**src/rtl/prog_ctl_pkg.sv**
```systemverilog
package prog_ctl_pkg;

  // Fixed bit positions in the register word (decoded by software)
  localparam int XFER_BIT = 0;
  localparam int EN_BIT   = 1;
  localparam int SRC_LSB  = 2;

  // Strobes from control to datapath
  typedef struct packed {
    logic syncClr;      // test-logic reset: clear all copies
    logic cpuLoad;      // load CPU copies from bus data
    logic jtagSrcLoad;  // load JTAG select copy
    logic jtagSrcClr;   // clear JTAG select copy
    logic jtagEnLoad;   // load JTAG enable copy
    logic jtagEnClr;    // clear JTAG enable copy
    logic bootCapture;  // sample merged enable into boot vector
    logic rdHit;        // drive read word onto bus
  } ctl_strobe_t;

endpackage

```
**src/rtl/prog_ctl_ctrl.sv**
```systemverilog
module prog_ctl_ctrl
  import prog_ctl_pkg::*;
#(
  parameter int MOD_W      = 5,
  parameter int IDX_W      = 5,
  parameter int REG_MODULE = 2,
  parameter int REG_INDEX  = 27
) (
  input  logic             busWrEn,
  input  logic             busRdEn,
  input  logic [MOD_W-1:0] busModule,
  input  logic [IDX_W-1:0] busIndex,
  input  logic             jtagUpd,
  input  logic             jtagRod,
  input  logic             tlr,
  input  logic             sysRst,
  output ctl_strobe_t      strobes,
  output logic             xferWrStrobe
);

  localparam logic [MOD_W-1:0] MOD_MATCH = MOD_W'(REG_MODULE);
  localparam logic [IDX_W-1:0] IDX_MATCH = IDX_W'(REG_INDEX);

  logic addrHit;
  logic wrHit;

  assign addrHit = (busModule == MOD_MATCH) && (busIndex == IDX_MATCH);
  assign wrHit   = busWrEn && addrHit;

  always_comb begin
    strobes             = '0;
    strobes.syncClr     = tlr;
    strobes.cpuLoad     = wrHit && !tlr;
    // CPU write wins over a same-cycle JTAG update for the select copy
    strobes.jtagSrcClr  = wrHit;
    strobes.jtagSrcLoad = jtagUpd && !wrHit;
    // Clear input wins over a same-cycle update for the enable copy
    strobes.jtagEnClr   = jtagRod;
    strobes.jtagEnLoad  = jtagUpd && !jtagRod;
    strobes.bootCapture = sysRst;
    strobes.rdHit       = busRdEn && addrHit;
  end

  assign xferWrStrobe = wrHit;

endmodule

```
**src/rtl/prog_ctl_dp.sv**
```systemverilog
module prog_ctl_dp
  import prog_ctl_pkg::*;
#(
  parameter int DATA_W = 8,
  parameter int SRC_W  = 2
) (
  input  logic              clk,
  input  logic              porRst_n,
  input  ctl_strobe_t       strobes,
  input  logic [DATA_W-1:0] busWrData,
  input  logic [SRC_W-1:0]  jtagSrcSel,
  input  logic              jtagEn,
  input  logic              xferDone,
  output logic [DATA_W-1:0] busRdData,
  output logic              bootSel,
  output logic [SRC_W-1:0]  progIfSel,
  output logic [SRC_W-1:0]  cpuSrcQ,
  output logic              cpuEnQ,
  output logic [SRC_W-1:0]  jtagSrcQ,
  output logic              jtagEnQ,
  output logic              mergedEn
);

  localparam int RSVD_LSB = SRC_LSB + SRC_W;

  logic [SRC_W-1:0]  mergedSrc;
  logic [DATA_W-1:0] word;

  // CPU copies
  always_ff @(posedge clk or negedge porRst_n) begin
    if (!porRst_n) begin
      cpuSrcQ <= '0;
      cpuEnQ  <= 1'b0;
    end else if (strobes.syncClr) begin
      cpuSrcQ <= '0;
      cpuEnQ  <= 1'b0;
    end else if (strobes.cpuLoad) begin
      cpuSrcQ <= busWrData[SRC_LSB +: SRC_W];
      cpuEnQ  <= busWrData[EN_BIT];
    end
  end

  // JTAG select copy
  always_ff @(posedge clk or negedge porRst_n) begin
    if (!porRst_n) begin
      jtagSrcQ <= '0;
    end else if (strobes.syncClr || strobes.jtagSrcClr) begin
      jtagSrcQ <= '0;
    end else if (strobes.jtagSrcLoad) begin
      jtagSrcQ <= jtagSrcSel;
    end
  end

  // JTAG enable copy
  always_ff @(posedge clk or negedge porRst_n) begin
    if (!porRst_n) begin
      jtagEnQ <= 1'b0;
    end else if (strobes.syncClr || strobes.jtagEnClr) begin
      jtagEnQ <= 1'b0;
    end else if (strobes.jtagEnLoad) begin
      jtagEnQ <= jtagEn;
    end
  end

  assign mergedSrc = cpuSrcQ | jtagSrcQ;
  assign mergedEn  = cpuEnQ | jtagEnQ;

  // Boot vector: tracks merged enable while system reset is held
  always_ff @(posedge clk or negedge porRst_n) begin
    if (!porRst_n) begin
      bootSel <= 1'b0;
    end else if (strobes.bootCapture) begin
      bootSel <= mergedEn;
    end
  end

  assign progIfSel = mergedEn ? mergedSrc : '0;

  always_comb begin
    word                       = '0;
    word[XFER_BIT]             = xferDone;
    word[EN_BIT]               = mergedEn;
    word[SRC_LSB +: SRC_W]     = mergedSrc;
  end

  assign busRdData = strobes.rdHit ? word : '0;

  // Write bits that land on reserved or pass-through positions
  logic unusedWrBits;
  generate
    if (DATA_W > RSVD_LSB) begin : g_rsvd
      assign unusedWrBits = ^{busWrData[DATA_W-1:RSVD_LSB], busWrData[XFER_BIT]};
    end else begin : g_norsvd
      assign unusedWrBits = busWrData[XFER_BIT];
    end
  endgenerate

endmodule

```
**src/rtl/prog_ctl_reg.sv**
```systemverilog
module prog_ctl_reg
  import prog_ctl_pkg::*;
#(
  parameter int DATA_W     = 8,
  parameter int SRC_W      = 2,
  parameter int MOD_W      = 5,
  parameter int IDX_W      = 5,
  parameter int REG_MODULE = 2,
  parameter int REG_INDEX  = 27
) (
  input  logic              clk,
  input  logic              porRst_n,
  input  logic              tlr,
  input  logic              sysRst,
  input  logic              busWrEn,
  input  logic              busRdEn,
  input  logic [MOD_W-1:0]  busModule,
  input  logic [IDX_W-1:0]  busIndex,
  input  logic [DATA_W-1:0] busWrData,
  output logic [DATA_W-1:0] busRdData,
  input  logic              jtagUpd,
  input  logic [SRC_W-1:0]  jtagSrcSel,
  input  logic              jtagEn,
  input  logic              jtagRod,
  input  logic              xferDone,
  output logic              xferWrStrobe,
  output logic              xferWrData,
  output logic              bootSel,
  output logic [SRC_W-1:0]  progIfSel
);

  ctl_strobe_t      strobes;
  logic [SRC_W-1:0] cpuSrcQ;
  logic             cpuEnQ;
  logic [SRC_W-1:0] jtagSrcQ;
  logic             jtagEnQ;
  logic             mergedEn;

  prog_ctl_ctrl #(
    .MOD_W(MOD_W), .IDX_W(IDX_W),
    .REG_MODULE(REG_MODULE), .REG_INDEX(REG_INDEX)
  ) ctrl_i (
    .busWrEn(busWrEn), .busRdEn(busRdEn),
    .busModule(busModule), .busIndex(busIndex),
    .jtagUpd(jtagUpd), .jtagRod(jtagRod),
    .tlr(tlr), .sysRst(sysRst),
    .strobes(strobes), .xferWrStrobe(xferWrStrobe)
  );

  prog_ctl_dp #(.DATA_W(DATA_W), .SRC_W(SRC_W)) dp_i (
    .clk(clk), .porRst_n(porRst_n), .strobes(strobes),
    .busWrData(busWrData), .jtagSrcSel(jtagSrcSel), .jtagEn(jtagEn),
    .xferDone(xferDone), .busRdData(busRdData),
    .bootSel(bootSel), .progIfSel(progIfSel),
    .cpuSrcQ(cpuSrcQ), .cpuEnQ(cpuEnQ),
    .jtagSrcQ(jtagSrcQ), .jtagEnQ(jtagEnQ), .mergedEn(mergedEn)
  );

  assign xferWrData = busWrData[XFER_BIT];

endmodule

```
**config.mk**
```make
export PLATFORM = sky130hd
export DESIGN_NAME = prog_ctl_reg
export DESIGN_NICKNAME = d
export VERILOG_FILES = /design/src/rtl/prog_ctl_pkg.sv /design/src/rtl/prog_ctl_ctrl.sv /design/src/rtl/prog_ctl_dp.sv /design/src/rtl/prog_ctl_reg.sv
export SDC_FILE = /design/constraint.sdc
export NUM_CORES = 1
export LEC_CHECK = 0
export BUFFER_PORTS_ARGS = -buffer_cell sky130_fd_sc_hd__buf_4
export CAP_MARGIN = 20
export CORE_MARGIN = 10
export CORE_UTILIZATION = 34
export DETAILED_ROUTE_END_ITERATION = 16
export GPL_ROUTABILITY_DRIVEN = 0
export GPL_TIMING_DRIVEN = 0
export PLACE_DENSITY = 0.81
export SYNTH_ARGS = -nofsm -noshare
export SYNTH_HDL_FRONTEND = slang
export SYNTH_SLANG_ARGS = --single-unit
```
**constraint.sdc**
```tcl
create_clock -name clk -period 1.8 [get_ports clk]
set_input_delay 0.18 -clock clk [delete_from_list [all_inputs] [get_ports clk]]
set_output_delay 0.18 -clock clk [all_outputs]
set_load 0.005 [all_outputs]
```
## After elaboration in Yosys (flattened, before gate mapping)

Index checks and enable logic that the tools add are counted.
Widths: inputs -> output; s select.

| word-level totals | value |
|---|---|
| output and inout bits | 13 |
| word-level logic and storage cells | 33 |
| bits in registers | 7 |
| input port bits | 30 |

| operators by class | value |
|---|---|
| mux-type cells | 10 |
| reductions and logical operators | 14 |
| equality and inequality tests | 2 |
| bitwise operators | 2 |

Operators by type and width:

| operator | number |
|---|---|
| $mux 2 | 5 |
| $logic_and 1x1->1 | 6 |
| $reduce_bool 2->1 | 3 |
| $eq 5x2->1 const B | 1 |
| $eq 5x5->1 const B | 1 |
| $mux 1 | 4 |
| $mux 4 | 1 |
| $logic_not 1->1 | 3 |
| $logic_or 1x1->1 | 2 |
| $or 2x2->2 | 1 |
| $or 1x1->1 | 1 |

## Depth between registers and ports, before layout

Gate-level depths: netlist of run 1.

| logic depth | value |
|---|---|
| depth after elaboration | 7 |
| gate-level depth with buffers | 3 |
| gate-level depth less buffers | 3 |

## By module

A second synthesis of run 1 with hierarchy kept.

| unflattened totals | value |
|---|---|
| cell total of the unflattened synthesis | 52 |
| area, all modules | 470.5 um^2 |

By module, submodules not included:

| module | sequential area each (um^2) | cells each | area an instance (um^2) | times used |
|---|---|---|---|---|
| prog_ctl_dp | 175.2 | 36 | 354.1 | 1 |
| prog_ctl_ctrl | 0.0 | 15 | 108.9 | 1 |
| prog_ctl_reg | 0.0 | 1 | 7.5 | 1 |

## Worst setup path before layout of run 1

Ideal clock, no wire load.

| timing path | value |
|---|---|
| kind | input-to-output |
| start | input port busModule[3] |
| end | output port busRdData[2] |
| slack | 0.258 ns |
| stages | 3 |
| path buffers | 0 |
| data required time | 1.620 ns |
| arrival | 1.362 ns |
| cells stage by stage | or4b_4 > or4_4 > nor2_1 |

| on the way | value |
|---|---|
| word-level cells in the longest chain between the ends | 4 |

Ends and longest elaborated chain:

| item | line | text |
|---|---|---|
| start, declared | prog_ctl_reg.sv:17 | `input logic [MOD_W-1:0] busModule,` |
| $eq 5x2->1 | prog_ctl_ctrl.sv:27 | `assign addrHit = (busModule == MOD_MATCH) && (busIndex == IDX_MATCH);` |
| $logic_and 1x1->1 | prog_ctl_ctrl.sv:27 |  |
| $logic_and 1x1->1 | prog_ctl_ctrl.sv:41 | `strobes.rdHit = busRdEn && addrHit;` |
| $mux 4 | prog_ctl_dp.sv:86 | `assign busRdData = strobes.rdHit ? word : '0;` |
| end, declared | prog_ctl_reg.sv:20 | `output logic [DATA_W-1:0] busRdData,` |

Every way passes these cells.

## Worst setup path in the final report of run 1

| timing path | value |
|---|---|
| start | input port busModule[2] |
| end | output port busRdData[2] |

Same word-level chain as after synthesis.

==> qor.csv, run 1 <==
metric;value;unit
crit_top_cell;buf_4;
fin_nets;118;
peakVddDrop;0.356;mV
yosysSeqAreaShare;0.395;
setup_violations;0;
synth_top_area_frac;0.395;
yosys-top-cells-count;nor2_1 (10), dfrtp_1 (7), mux2i_1 (6), nand2b_1 (6), buf_4 (5);
status;finished, final reports clean;
port-buffer-count;33;
rows;12;
synth_edf_count;0;
path_buf_inv;2;
hold_viol;0;
rsz0062_at_grt;yes;
synth_ff_type;dfrtp_1;
hp-class;in -> reg;
io_pins;43;
drt-total-wl;1390;um
drtAntennaViolNets;0;
cts_tree;done;
ys_types;14;
drt_iter0_drc;2;
vias;457;
syn_inst;46;
viasPerCell;4.52;
yosysMostFrequentCell;nor2_1;
p_leak;0.389;nW
critPathKind;in -> out;
yosysTopAreaCell;dfrtp_1;
die-width;56.1;um
synthArstFlopShare;1.00;
post-route-util;0.660;
netlist_area;443;um2
grt_pass1_wl;2170;um
dp_hpwl;1150;um
core_region_area;1170;um2
die_area;3150;um2
die_h;56.1;um
slew_viol_final;0;
max_freq;562;MHz
ys_warn_count;0;
power;0.390;mW
final.setup_skew;0.0000404;ns
startpoint_type;input pin;
clock_path_buffers;2;
clk_pin_slew_worst_paths;0.05;ns
area_delta_synth_final;74.6;%
clk_latency;0.24;ns
start_util;0.378;
grt_start_max_net_pins;10;
grt_pass1_vias;478;
worstPathCellList;buf_4, or4b_4, or4_4, nor2_2, buf_4;
drc;0;
worstPathRequired;1.62;ns
p_per_area;505;nW/um2
cts.sinks;7;
diodes;0;
synth.area.top_cells;dfrtp_1 (40%), mux2i_1 (14%), buf_4 (8.5%), nand2b_1 (8.5%), nor2_1 (8.5%);
critPathMaxFanout;4;
cp_top_family;simple AND/OR/NAND/NOR gates;
critPathSlowestCell;or4_4;
firstDrtPassIters;4;
drive_above_1_share;0.529;
synth.avg_cell_area;9.63;um2
grt.total_usage;0.0866;
cpPeakStageDelay;0.54;ns
htree_num_levels;1;
fin_crit_sh;0.989;
period_needed;1.78;ns
grt.overflow.total;0;
crit_arrival;1.60;ns
maxCapViolCount;0;
synth_seq_cells;7;
cts_buffers;3;
post_cts_buffers;0;
end_kind;output pin;
antenna_found_initial;0;
cts-root-buf;clkbuf_4;
routedWlPerCell;13.7;um
per-layer routing:
layer	vias up	share of wire	track usage
met3	2	0.12	0.0433
met2	20	0.54	0.146
li1	231	-	-
met5	-	0	0
met4	0	0.0065	0.0512
met1	204	0.34	0.0817
final cells by class:
cell class	count	area (um2)
multi-input combinational	36	248
clock buffer	4	26.3
buffer	5	37.5
fill	106	398
tap	14	17.5
sequential	7	175
inverter	1	3.75
timing repair buffer	34	265
worst register-to-register path, delay by kind of cell (launching register included):
family / cells / cell delay, ns
AOI/OAI and AO/OA: 1 / 0.12
and+or+nand+nor: 1 / 0.25
DFF: 1 / 0.37
through the flow:
| step | TNS [ns] | setup slack [ns] | hold slack (ns) | cells | cell area [um2] |
|---|---|---|---|---|---|
| after detailed placement | 0 | 0.00701 | -0.00429 | 96 | 719 |
| after CTS | 0 | 0.00922 | 0.0692 | 101 | 756 |
| after floorplan | 0 | 0.258 | -0.116 | 49 | 454 |
| after global routing | -0.0710 | -0.0304 | 0.0670 | 101 | 773 |
| final | 0 | 0.0200 | 0.0816 | 101 | 773 |
| after global placement | 0 | 0.0315 | -0.00600 | 96 | 719 |
kinds of logic after synthesis:
| logic type | Yosys count | synth area share |
|---|---|---|
| AOI/OAI and AO/OA | 1 | 0.0113 |
| buffers and inverters | 6 | 0.0932 |
| DFF | 7 | 0.395 |
| muxes | 6 | 0.136 |
| other | 1 | 0.00847 |
| and+or+nand+nor | 25 | 0.356 |
report_power, final:
part           internal, mW  switching, mW  leakage (nW)
clock                0.0843         0.0536        0.0150
sequential            0.163        0.00235        0.0945
combinational        0.0572         0.0300         0.280
total                 0.304         0.0859         0.389
cells in the final DEF, fill, tap and decap left out, drive strengths merged:
cell type / n
buf: 38
conb: 4
or4b: 1
or4: 1
nor4: 1
nand2: 1
nor2: 10
nor3: 3
mux2i: 6
dlygate4sd3: 1
nand2b: 6
a21oi: 1
nand4b: 2
clkbuf: 4
dfrtp: 7
inv: 1
timing repair:
item	in CTS	in global routing
hold buffers	1	0
hold endpoints to repair	7	0
setup endpoints to repair	0	4
gates resized for setup	0	5
registers in the layout, indices dropped and copies added (netlist names):
register and count:
dp_i.cpuEnQ 1, dp_i.cpuSrcQ 2, dp_i.jtagEnQ 1, dp_i.jtagSrcQ 2, dp_i.bootSel 1
path summary, 6_finish.rpt:
| path | cells after the start | startpoint | endpoint | slack [ns] |
|---|---|---|---|---|
| max reg2reg | 2 | dp_i.jtagEnQ | dp_i.bootSel | 0.94 |
| max | 5 | busModule[2] | busRdData[2] | 0.02 |
| min reg2reg | 2 | dp_i.cpuEnQ | dp_i.cpuEnQ | 0.55 |
| min | 2 | jtagRod | dp_i.jtagEnQ | 0.08 |
| max in group asynchronous | 2 | porRst_n | dp_i.jtagSrcQ[1] | 1.40 |
| min in group asynchronous | 2 | porRst_n | dp_i.cpuSrcQ[1] | 0.28 |
No activity file was read; power rests on OpenSTA's default activity.
==> run 2: changes to the inputs <==
--- a/config.mk
+++ b/config.mk
@@ -7,12 +7,13 @@
 export LEC_CHECK = 0
 export BUFFER_PORTS_ARGS = -buffer_cell sky130_fd_sc_hd__buf_4
 export CAP_MARGIN = 20
-export CORE_MARGIN = 10
-export CORE_UTILIZATION = 34
+export CORE_AREA = 10 10 47 49
+export CTS_BUF_LIST = sky130_fd_sc_hd__clkbuf_4
 export DETAILED_ROUTE_END_ITERATION = 16
+export DIE_AREA = 0 0 57 59
 export GPL_ROUTABILITY_DRIVEN = 0
 export GPL_TIMING_DRIVEN = 0
-export PLACE_DENSITY = 0.81
+export PLACE_DENSITY = 0.8
 export SYNTH_ARGS = -nofsm -noshare
 export SYNTH_HDL_FRONTEND = slang
 export SYNTH_SLANG_ARGS = --single-unit
==> run 2 against run 1 <==
  * Non-clock buffer count unchanged
  * Hold slack gained 0.0032 ns
  * Final cell count increased by 2.0%
  * Clock skew is essentially flat
  * Critical endpoint unchanged
  * Via count shrank 3.1%
  * Critical path depth did not move
  * Sequential power about the same
  * Sequential cell count unchanged
  * Largest cell class unchanged
  * Fmax is 0.16% lower
  * Combinational power fell by 1%
  * Routed wire length up 3.4%
  * Utilization is 12 points lower
==> qor.csv, run 2 (synthesis results as in run 1) <==
metric;value;unit;change
status;finished, final reports clean;;
clk_latency;0.24;ns;about the same
placed_area;722;um2;+0.35%
p_leak;0.391;nW;+0.40%
worstHoldStart;jtagRod;;
htree_num_levels;1;;unchanged
hold_viol;0;;unchanged
r2r_cells;2;;unchanged
grt.total_usage;0.0889;;+0.00235
final.setup_skew;0.0000233;ns;-0.0000171 ns
place_inst;98;;+2.1%
diodes;0;;unchanged
hp-class;in -> reg;;
clk_pin_slew_worst_paths;0.05;ns;about the same
grt_pass1_vias;482;;+0.84%
io_pins;43;;unchanged
die-width;57;um;+1.6%
seq_area;175;um2;unchanged
die_area;3360;um2;+6.9%
maxCapViolCount;0;;unchanged
holdPathStages;2;;unchanged
drive_above_1_share;0.517;;-0.0115
largestRegisters;dp_i.cpuSrcQ: 2 flops, dp_i.jtagSrcQ: 2 flops;;
post_cts_buffers;0;;unchanged
critPathMaxFanout;4;;unchanged
place_ws;0.0168;ns;+0.00983 ns
fill_cells;140;;+32%
routedWlPerCell;13.9;um;+1.4%
cts_resized;0;;unchanged
layout_setup_ws;0.0172;ns;-0.00282 ns
stdcell_area;762;um2;-1.5%
dp_hpwl;1270;um;+10%
grt_start_max_net_pins;10;;unchanged
grt_pass1_wl;2340;um;+7.6%
r2r_slack;0.93;ns;about the same
area_delta_synth_final;72.0;%;
critPathKind;in -> out;;
rsz0062_at_grt;yes;;
timing.rr.start;dp_i.jtagEnQ;;
start_util;0.316;;-0.0621
antenna_found_initial;0;;unchanged
setup_violations;0;;unchanged
viasPerCell;4.30;;-4.9%
clock_path_buffers;2;;unchanged
r2r-end;dp_i.bootSel;;
rows;14;;+2
port-buffer-count;33;;unchanged
fin_cells;103;;+2.0%
cts.sinks;7;;unchanged
cts-root-buf;clkbuf_4;;
peakVddDrop;0.358;mV;+0.52%
grt.overflow.total;0;;unchanged
p_per_area;533;nW/um2;+5.6%
startpoint_type;input pin;;
vias;443;;-3.1%
cts_buffers;3;;unchanged
final_common_cell;buf_4;;
period_needed;1.78;ns;+0.00282 ns
fin_nets;118;;unchanged
core_region_area;1400;um2;+20%
max_freq;561;MHz;-0.16%
fin_crit_sh;0.990;;+0.00157
drt-total-wl;1430;um;+3.4%
worstPathRequired;1.62;ns;about the same
cts_tree;done;;
drt_iter0_drc;2;;unchanged
multi_input_area;238;um2;-4.0%
firstDrtPassIters;2;;-2
slew_viol_final;0;;unchanged
layout_common_cells;buf_4 (38), nor2_1 (10), dfrtp_1 (7);;
hold_end;dp_i.jtagEnQ;;
crit_arrival;1.60;ns;about the same
end_kind;output pin;;
drc;0;;unchanged
drtAntennaViolNets;0;;unchanged
die_h;59;um;+5.2%
## run 2: cell types whose count changed in the layout (fill, tap and decap cells not counted)
| cell | previous run | this run |
|---|---|---|
| buf_4 | 36 | 38 |
| clkbuf_1 | 1 | 0 |
| nor2_2 | 1 | 0 |
| buf_6 | 2 | 0 |
| nor2_4 | 1 | 0 |
| nor2_1 | 8 | 10 |
| clkbuf_4 | 3 | 4 |
## run 2: what timing repair did
action / in CTS / in global routing
hold buffers: 1 / 0
endpoints found under the setup margin: 0 / 1
endpoints found under the hold margin: 7 / 0
## run 2: metal layers
layer  wire length (um)  global-route usage  vias to the layer above
li1                   -                   -                      228
met1                472              0.0827                      204
met2                891               0.163                       11
met3                 69              0.0343                        0
met4                  0              0.0503                        0
met5                  0                   0                        -
## run 2: worst max-delay path by stage
stage / from / slack [ns] / depth (start not counted) / to
finish: busModule[3] / 0.02 / 5 / busRdData[2]
global route: busModule[3] / -0.003 / 5 / busRdData[3]
CTS: busModule[3] / 0.02 / 5 / busRdData[2]
detailed placement: busModule[3] / 0.02 / 5 / busRdData[2]
global placement: busModule[3] / 0.03 / 5 / busRdData[3]
floorplan: busModule[3] / 0.26 / 3 / busRdData[2]
## run 2: through the flow
step | total power, mW | util | hold WS [ns] | setup TNS [ns]
3_3_place_gp | 0.250 | 0.515 | -0.00498 | 0
5_1_grt | 0.437 | 0.544 | 0.0580 | -0.00250
2_1_floorplan | 0.196 | - | -0.116 | 0
3_5_place_dp | 0.252 | 0.515 | -0.00229 | 0
4_1_cts | 0.414 | 0.544 | 0.0745 | 0
6_report | 0.406 | 0.544 | 0.0849 | 0
## run 2: critical path, stage by stage
cell	delay, ns
buf_4	0.11
or4b_4	0.56
or4_4	0.52
nor2_1	0.12
buf_4	0.12
## run 2: power breakdown
| part | internal (mW) | total (mW) | switching [mW] |
|---|---|---|---|
| Combinational | 0.0565 | 0.0859 | 0.0295 |
| Clock | 0.0995 | 0.155 | 0.0555 |
| Sequential | 0.163 | 0.165 | 0.00240 |
## run 2: layout make-up
type / instances / area share
Timing Repair Buffer: 34 / 0.338
Buffer: 5 / 0.0493
Sequential cell: 7 / 0.230
Inverter: 1 / 0.00493
Multi-Input combinational cell: 36 / 0.312
Tap cell: 16 / 0.0263
Clock buffer: 4 / 0.0394
